**src/rtl/xpc_pkg.sv**
```systemverilog
package xpc_pkg;

    typedef enum logic [2:0] {
        ST_IDLE,
        ST_SETUP,
        ST_HIGH,
        ST_LOW,
        ST_CSUP,
        ST_TRHI,
        ST_TRLO,
        ST_CFG
    } xpc_state_e;

    function automatic int xpc_max3(input int a, input int b, input int c);
        int m;
        m = a;
        if (b > m) m = b;
        if (c > m) m = c;
        return m;
    endfunction

endpackage

```
**src/rtl/xpc_frame_order.sv**
```systemverilog
module xpc_frame_order #(
    parameter int N_DEV   = 2,
    parameter int FRAME_W = 40,
    localparam int TOTAL  = N_DEV * FRAME_W
) (
    input  logic [TOTAL-1:0] frames_i,
    output logic [TOTAL-1:0] stream_o
);

    // Slot 0 of the stream (sent first) carries the word of the farthest device.
    for (genvar d = 0; d < N_DEV; d++) begin : g_slot
        assign stream_o[d*FRAME_W +: FRAME_W] = frames_i[(N_DEV-1-d)*FRAME_W +: FRAME_W];
    end

endmodule

```
**src/rtl/xpc_shifter.sv**
```systemverilog
module xpc_shifter #(
    parameter int W = 80
) (
    input  logic         clk,
    input  logic         rst_n,
    input  logic         load_i,
    input  logic [W-1:0] data_i,
    input  logic         shift_i,
    output logic         bit_o
);

    logic [W-1:0] sh_d, sh_q;

    always_comb begin
        sh_d = sh_q;
        if (load_i) begin
            sh_d = data_i;
        end else if (shift_i) begin
            sh_d = {1'b0, sh_q[W-1:1]};
        end
    end

    always_ff @(posedge clk or negedge rst_n) begin
        if (!rst_n) sh_q <= '0;
        else        sh_q <= sh_d;
    end

    assign bit_o = sh_q[0];

    // a load and an advance never coincide, so no word bit is lost
    a_r3_load_excl_shift: assert property (@(posedge clk) disable iff (!rst_n)
        !(load_i && shift_i));

endmodule

```
**src/rtl/xpc_chain_master.sv**
```systemverilog
module xpc_chain_master
    import xpc_pkg::*;
#(
    parameter int N_DEV     = 2,
    parameter int FRAME_W   = 40,
    parameter int HALF_DIV  = 2,
    parameter int SETUP_CYC = 2,
    parameter int CFG_CYC   = 3
) (
    input  logic                       clk,
    input  logic                       rst_n,
    input  logic                       req_valid,
    output logic                       req_ready,
    input  logic [N_DEV*FRAME_W-1:0]   req_frames,
    input  logic                       req_cfg,
    output logic                       sclk,
    output logic                       cs_n,
    output logic                       sdin,
    output logic                       mode,
    output logic                       cfg,
    output logic                       busy
);

    localparam int TOTAL = N_DEV * FRAME_W;
    localparam int CNT_W = $clog2(TOTAL + 1);
    localparam int MAXD  = xpc_max3(HALF_DIV, SETUP_CYC, CFG_CYC);
    localparam int TMR_W = (MAXD > 1) ? $clog2(MAXD) : 1;
    localparam logic [TMR_W-1:0] T_HALF  = TMR_W'(HALF_DIV - 1);
    localparam logic [TMR_W-1:0] T_SETUP = TMR_W'(SETUP_CYC - 1);
    localparam logic [TMR_W-1:0] T_CFG   = TMR_W'(CFG_CYC - 1);
    localparam logic [CNT_W-1:0] N_BITS  = CNT_W'(TOTAL);

    typedef struct packed {
        xpc_state_e        st;
        logic [TMR_W-1:0]  tmr;
        logic [CNT_W-1:0]  bits;
        logic              csn;
        logic              sclk;
        logic              cfg;
        logic              cfg_req;
    } ctl_t;

    ctl_t ctl_d, ctl_q;
    logic load_sh, shift_sh, tmr_zero;
    logic [TOTAL-1:0] stream;

    xpc_frame_order #(.N_DEV(N_DEV), .FRAME_W(FRAME_W)) u_order (
        .frames_i (req_frames),
        .stream_o (stream)
    );

    xpc_shifter #(.W(TOTAL)) u_shift (
        .clk     (clk),
        .rst_n   (rst_n),
        .load_i  (load_sh),
        .data_i  (stream),
        .shift_i (shift_sh),
        .bit_o   (sdin)
    );

    always_comb begin
        ctl_d    = ctl_q;
        load_sh  = 1'b0;
        shift_sh = 1'b0;
        tmr_zero = (ctl_q.tmr == '0);
        if (!tmr_zero) ctl_d.tmr = ctl_q.tmr - 1'b1;

        case (ctl_q.st)
            ST_IDLE: begin
                if (req_valid) begin
                    load_sh       = 1'b1;
                    ctl_d.st      = ST_SETUP;
                    ctl_d.csn     = 1'b0;
                    ctl_d.tmr     = T_SETUP;
                    ctl_d.bits    = '0;
                    ctl_d.cfg_req = req_cfg;
                end
            end
            ST_SETUP: begin
                if (tmr_zero) begin
                    ctl_d.st   = ST_HIGH;
                    ctl_d.sclk = 1'b1;
                    ctl_d.tmr  = T_HALF;
                end
            end
            ST_HIGH: begin
                if (tmr_zero) begin
                    ctl_d.st   = ST_LOW;
                    ctl_d.sclk = 1'b0;
                    ctl_d.bits = ctl_q.bits + 1'b1;
                    ctl_d.tmr  = T_HALF;
                end
            end
            ST_LOW: begin
                if (tmr_zero) begin
                    ctl_d.tmr = T_HALF;
                    if (ctl_q.bits == N_BITS) begin
                        ctl_d.st  = ST_CSUP;
                        ctl_d.csn = 1'b1;
                    end else begin
                        ctl_d.st   = ST_HIGH;
                        ctl_d.sclk = 1'b1;
                        shift_sh   = 1'b1;
                    end
                end
            end
            ST_CSUP: begin
                if (tmr_zero) begin
                    ctl_d.st   = ST_TRHI;
                    ctl_d.sclk = 1'b1;
                    ctl_d.tmr  = T_HALF;
                end
            end
            ST_TRHI: begin
                if (tmr_zero) begin
                    ctl_d.st   = ST_TRLO;
                    ctl_d.sclk = 1'b0;
                    ctl_d.tmr  = T_HALF;
                end
            end
            ST_TRLO: begin
                if (tmr_zero) begin
                    if (ctl_q.cfg_req) begin
                        ctl_d.st  = ST_CFG;
                        ctl_d.cfg = 1'b1;
                        ctl_d.tmr = T_CFG;
                    end else begin
                        ctl_d.st  = ST_IDLE;
                    end
                end
            end
            ST_CFG: begin
                if (tmr_zero) begin
                    ctl_d.st  = ST_IDLE;
                    ctl_d.cfg = 1'b0;
                end
            end
            default: ctl_d.st = ST_IDLE;
        endcase
    end

    always_ff @(posedge clk or negedge rst_n) begin
        if (!rst_n) begin
            ctl_q         <= '0;
            ctl_q.st      <= ST_IDLE;
            ctl_q.csn     <= 1'b1;
        end else begin
            ctl_q <= ctl_d;
        end
    end

    assign sclk      = ctl_q.sclk;
    assign cs_n      = ctl_q.csn;
    assign cfg       = ctl_q.cfg;
    assign mode      = 1'b0;
    assign req_ready = (ctl_q.st == ST_IDLE);
    assign busy      = !req_ready;

    // select edges fall only inside low bit-clock time
    a_r5_csn_moves_clock_low: assert property (@(posedge clk) disable iff (!rst_n)
        (cs_n != $past(cs_n)) |-> (!sclk && !$past(sclk)));

    // data stays put while selected except at a rising bit-clock edge
    a_r4_din_only_on_rise: assert property (@(posedge clk) disable iff (!rst_n)
        (!cs_n && !$past(cs_n) && !$rose(sclk)) |-> $stable(sdin));

    // configure strobe only with select released and clock low
    a_r8_cfg_after_close: assert property (@(posedge clk) disable iff (!rst_n)
        cfg |-> (cs_n && !sclk));

    // a transaction starts only from an accepted request
    a_r9_start_needs_accept: assert property (@(posedge clk) disable iff (!rst_n)
        $fell(cs_n) |-> $past(req_valid && req_ready));

    // the deselected rising edge comes only after the whole stream
    a_r6_trail_after_all_bits: assert property (@(posedge clk) disable iff (!rst_n)
        ($rose(sclk) && cs_n) |-> (ctl_q.bits == N_BITS));

endmodule

```
**config.mk**
```make
export PLATFORM = sky130hd
export DESIGN_NAME = xpc_chain_master
export DESIGN_NICKNAME = d
export VERILOG_FILES = /design/src/rtl/xpc_pkg.sv /design/src/rtl/xpc_frame_order.sv /design/src/rtl/xpc_shifter.sv /design/src/rtl/xpc_chain_master.sv
export SDC_FILE = /design/constraint.sdc
export NUM_CORES = 1
export LEC_CHECK = 0
export ABC_CLOCK_PERIOD_IN_PS = 2250
export CAP_MARGIN = 20
export CORE_MARGIN = 2
export CORE_UTILIZATION = 50
export DETAILED_ROUTE_END_ITERATION = 8
export PLACE_DENSITY = 0.78
export SETUP_SLACK_MARGIN = 0.5
export SLEW_MARGIN = 10
export SYNTH_ARGS = -nofsm -noshare
export SYNTH_HDL_FRONTEND = slang
export SYNTH_SLANG_ARGS = --single-unit
```
**constraint.sdc**
```tcl
create_clock -name clk -period 2.25 [get_ports clk]
set_input_delay 0.5625 -clock clk [delete_from_list [all_inputs] [get_ports clk]]
set_output_delay 0.5625 -clock clk [all_outputs]
set_load 0.02 [all_outputs]
```
Word level (Yosys, flattened, before mapping). Cells that the tools add are included.

Register bits after elaboration: 96. Latch bits: 0. Memory bits (writable): 0. Memory bits (read-only): 0. Input bits: 84. Logic and storage cells: 79. Memories: 0.

Add/sub/neg operators: 2. Multiply operators: 0. Div/mod/pow operators: 0. Order comparisons: 0. Eq/ne operators: 21. Shift operators: 0. Mux-type cells: 32. Bitwise logic cells: 0. Reduce and logical (&&, ||, !) cells: 16.

Operator list (count): 80-bit two-way mux (2); 5-bit two-way mux (5); 3-bit case mux with 8 select lines (1); 2-bit inequality test, second input constant (11); 2-bit case mux with 7 select lines (1); 7-bit case mux with 2 select lines (1); 13-bit two-way mux (1); 3-bit == test, second input constant (4); 12-bit two-way mux (1); 1-bit two-way mux (11); 3-bit two-way mux (3); 4-bit AND reduction (2); 8-bit AND reduction (1); 2-bit nonzero test (4); 7-bit by 1-bit adder with 7-bit output, second input constant (1); 7-bit == test, second input constant (1); 3-bit by 2-bit == test with 1-bit output, second input constant (2); 2-bit two-way mux (3); 5-bit AND reduction (1); 2-bit by 1-bit inequality test with 1-bit output, second input constant (2); 1-bit case mux with 2 select lines (2); 2-bit OR reduction (2); 3-bit by 1-bit == test with 1-bit output, second input constant (1); 3-bit zero test (1); 7 further kinds (7).

Logic depth before layout (Yosys ltp).
Depth after elaboration: 6. Mapped depth: 8. Mapped depth without buffers: 5.

Modules after synthesis. From an unflattened synthesis, not the netlist that was laid out.

Cells, all modules: 529. Area, all modules: 5431.5 um^2.

Modules (own cells, without submodules): xpc_shifter (times used 1, cells each 346, area each 3847.4 um^2); xpc_chain_master (times used 1, cells each 103, area each 983.4 um^2); xpc_frame_order (times used 1, cells each 80, area each 600.6 um^2).

Worst setup path before layout. Ideal clock, no wire load.

Path type: reg-to-reg. From: reg ctl_q[14] (netlist bit). To: reg u_shift.sh_q[0]. Library setup time: 0.072 ns. Arrival time: 2.119 ns. Required time: 2.178 ns. Slack: 0.060 ns. Cell stages (with the launch flop): 9. Cell sequence: dfrtp_1 > buf_4 > nor3_1 > and2_1 > clkbuf_1 > buf_2 > buf_1 > nor3_1 > nor2_1.

Longest elaborated chain between the ends: 3.

Ends and longest elaborated chain: start: declaration (RTL line xpc_chain_master.sv:43) `ctl_t ctl_d, ctl_q;`; start signal: assignment (RTL line xpc_chain_master.sv:148) `ctl_q <= ctl_d;`; 3-bit zero test *; via req_ready (RTL line xpc_chain_master.sv:13) `output logic req_ready,`; 1-bit two-way mux * (RTL line xpc_chain_master.sv:68) `case (ctl_q.st)`; 80-bit two-way mux or 2-bit nonzero test (tied branches); end signal: assignment (RTL line xpc_shifter.sv:24) `if (!rst_n) sh_q <= '0;`; end signal: assignment (RTL line xpc_shifter.sv:25) `else sh_q <= sh_d;`; end: declaration (RTL line xpc_shifter.sv:12) `logic [W-1:0] sh_d, sh_q;`.

The timed path passes the listed nets; every way through them passes the cells marked *. A chain may end at the register's enable or synchronous reset.

Worst setup path in the final report.
From: reg ctl_q[6] (netlist bit). To: reg u_shift.sh_q[51].

Longest elaborated chain between the ends: 5.

Ends and longest elaborated chain: 7-bit == test (RTL line xpc_chain_master.sv:97) `if (ctl_q.bits == N_BITS) begin`; 1-bit two-way mux (RTL line xpc_chain_master.sv:97); 1-bit two-way mux (RTL line xpc_chain_master.sv:95) `if (tmr_zero) begin`; 1-bit two-way mux (RTL line xpc_chain_master.sv:68); 2-bit nonzero test (no line).

Every way passes these cells.

==> flow_summary.json <==
{
  "outcome": "finished, final reports clean",
  "hold_path_class": "in2async",
  "layout.nets": 612,
  "setup-tns-final_ns": 0,
  "finalWorstSetupSlack_ns": 0.324,
  "pre_cts_ws_ns": 0.0681,
  "drive_gt1_frac": 0.224,
  "synth_edf_count": 0,
  "htree_num_levels": 3,
  "yosys-top-cells-count": "dfrtp_1, a22o_1, a21o_1",
  "p_int_mw": 2.26,
  "synth_top_area_share": 0.530,
  "syn_area_um2": 4490,
  "grt_first_pass_wirelength_um": 18300,
  "hpwl_um": 6470,
  "max_freq_mhz": 519,
  "netSwitchingFraction": 0.226,
  "comb_power_share": 0.066,
  "ys.flop_type": "dfrtp_1",
  "ctsRootBufferMaster": "clkbuf_8",
  "antenna_left": 0,
  "num_rows": 34,
  "finalCriticalPeriod_ns": 1.93,
  "synth_warnings": 0,
  "place.gp.congestion": 0.868,
  "final_area_um2": 6310,
  "start_util": 0.514,
  "cp_data_required_time_ns": 2.51,
  "ctsHoldBuffers": 0,
  "drc": 0,
  "power.leakage_nw": 3.42,
  "synthCells": 406,
  "power.share.clock": 0.344,
  "setup_viol": 0,
  "first_iter_violations": 176,
  "arrival_ns": 2.18,
  "tritoncts": "built",
  "drv_cap": 0,
  "rrSetupSlack_ns": 0.32,
  "pwr-share-seq": 0.590,
  "rsz0062_at_grt": "true",
  "dieHeight_um": 98.7,
  "drt-total-wl_um": 11600,
  "dieArea_um2": 9740,
  "grt_max_degree": 97,
  "drtPass1Iterations": 6,
  "clk_latency_ns": 0.36,
  "numPortBuffers": 89,
  "endpoint_kind": "flop",
  "ys_ff_latch": 96,
  "yosysMostFrequentCell": "dfrtp_1",
  "finalHoldViolations": 0,
  "post_dp_cell_area_um2": 5440,
  "wl_per_cell_um": 18.2,
  "slew_headroom": 0.655,
  "p_per_area_nw_per_um2": 463,
  "synth_cell_types": 46,
  "n_fill_cell": 626,
  "crit_type": "reg2reg",
  "synth_area_leaders": "dfrtp_1, a22o_1, a21o_1, nand3_1, nand2_1",
  "final_max_slew_viol_count": 0,
  "seq_area_frac_synth": 0.536,
  "io_pins": 91,
  "overflow": 0,
  "num_antenna_cells": 0,
  "r2r_end": "u_shift.sh_q[51]",
  "coreArea_um2": 8720,
  "grt_usage": 0.232,
  "clkSlewWorstSetupHoldPaths_ns": 0.09,
  "syn_nets": 492,
  "grt_pass1_vias": 3782,
  "synth_largest_area_cell": "dfrtp_1",
  "vdd_drop_max_uv": 239,
  "fin_crit_sh": 0.856,
  "cts.sinks": 96,
  "p_switching_mw": 0.661,
  "vias": 3764,
  "vias_per_cell": 5.89,
  "clockBufferDepth": 2,
  "syn_avg_cell_area_um2": 11.0,
  "r2r_start": "ctl_q[6]",
  "die_x_um": 98.7,
  "hold_slack_ns": 0.227,
  "crit_path_start_kind": "flop",
  "cts_buffers": 9,
  "cp_max_fo": 9,
  "areaGrowthSynthToFinish_pct": 40.8,
  "antenna_found_initial": 0,
  "fin_skew_ns": 0.0101,
  "tightest_slew_ns": 0.517,
  "async_flop_share": 1.00,
  "r2r.worst_path.cells": 8
}
cell usage in the layout (no fill, tap or decap), drive strengths merged, types with 3 or more instances in the layout:
cell           instances
a21o                  62
a21oi                  6
a22o                  62
buf                   56
clkbuf                12
clkdlybuf4s50         81
dfrtp                 95
dlygate4sd2            3
inv                    6
nand2                 46
nand3                 36
nor2                  10
nor3                   3
o21ai                 12
o31ai                  3
state kept, by name, summed over array words and instances (netlist names):
name          count
cfg               1
cs_n              1
ctl_q            13
sclk              1
u_shift.sh_q     80
worst max-delay path by stage:
stage | startpoint | to | slack [ns]
global placement | req_valid | u_shift.sh_q[30] | 0.12
finish | ctl_q[6] | u_shift.sh_q[51] | 0.32
detailed placement | req_valid | u_shift.sh_q[30] | 0.07
CTS | ctl_q[14] | u_shift.sh_q[45] | 0.31
global route | ctl_q[6] | u_shift.sh_q[66] | 0.28
floorplan | ctl_q[12] | u_shift.sh_q[18] | 0.26
worst max-delay path, stage by stage, from the launching register on:
cell and delay, ns:
dfrtp_2 0.45, nor4b_4 0.35, a311oi_4 0.14, buf_6 0.16, buf_12 0.13, buf_12 0.13
buf_16 0.13, a22o_1 0.19, a21o_1 0.16
logic make-up after synthesis:
logic type / count (synthesis) / share of synthesized area
AO/OA/AOI/OAI: 158 / 0.277
AND/OR/NAND/NOR: 109 / 0.116
flip-flops: 96 / 0.536
buffers and inverters: 38 / 0.0605
XOR/XNOR: 2 / 0.00391
adder cells (fa/ha/maj): 2 / 0.00558
other: 1 / 0.000836
stage by stage:
step / instances / utilization / total power, mW
2_1_floorplan: 406 / - / 1.76
3_3_place_gp: 588 / 0.624 / 1.95
3_5_place_dp: 588 / 0.624 / 1.95
4_1_cts: 623 / 0.688 / 2.93
5_1_grt: 639 / 0.724 / 3.03
6_report: 639 / 0.724 / 2.92
layout make-up:
| cell class | instances | area (um2) | area share |
|---|---|---|---|
| clock buffers | 12 | 135 | 0.0214 |
| flip-flops and latches | 96 | 2410 | 0.382 |
| inverters | 5 | 18.8 | 0.00297 |
| repair buffers | 142 | 1590 | 0.252 |
| clock inverters | 4 | 28.8 | 0.00456 |
| well taps | 108 | 135 | 0.0214 |
| multi-input cells | 272 | 1990 | 0.316 |
repair_timing:
| item | CTS | global route |
|---|---|---|
| endpoints found under the setup margin | 89 | 85 |
| setup buffers | 11 | 13 |
| pin swaps | 37 | 39 |
| gates cloned | 8 | 3 |
| gates resized for setup | 45 | 48 |
layer usage:
| layer | GRT usage | vias up | part of all wire |
|---|---|---|---|
| li1 | - | 1733 | - |
| met1 | 0.320 | 1903 | 0.43 |
| met2 | 0.383 | 115 | 0.50 |
| met3 | 0.0426 | 13 | 0.057 |
| met4 | 0.0622 | 0 | 0.0097 |
| met5 | 0 | - | 0 |
power groups by stage:
| stage | Sequential, mW | Combinational (mW) | Clock, mW |
|---|---|---|---|
| floorplan | 1.76 | 0.00516 | 0 |
| CTS | 1.72 | 0.196 | 1.01 |
| detailed placement | 1.76 | 0.195 | 0 |
| global placement | 1.76 | 0.194 | 0 |
| global route | 1.72 | 0.207 | 1.10 |
| finish | 1.72 | 0.193 | 1.00 |
Note: power is estimated with default switching activity, not from simulation.
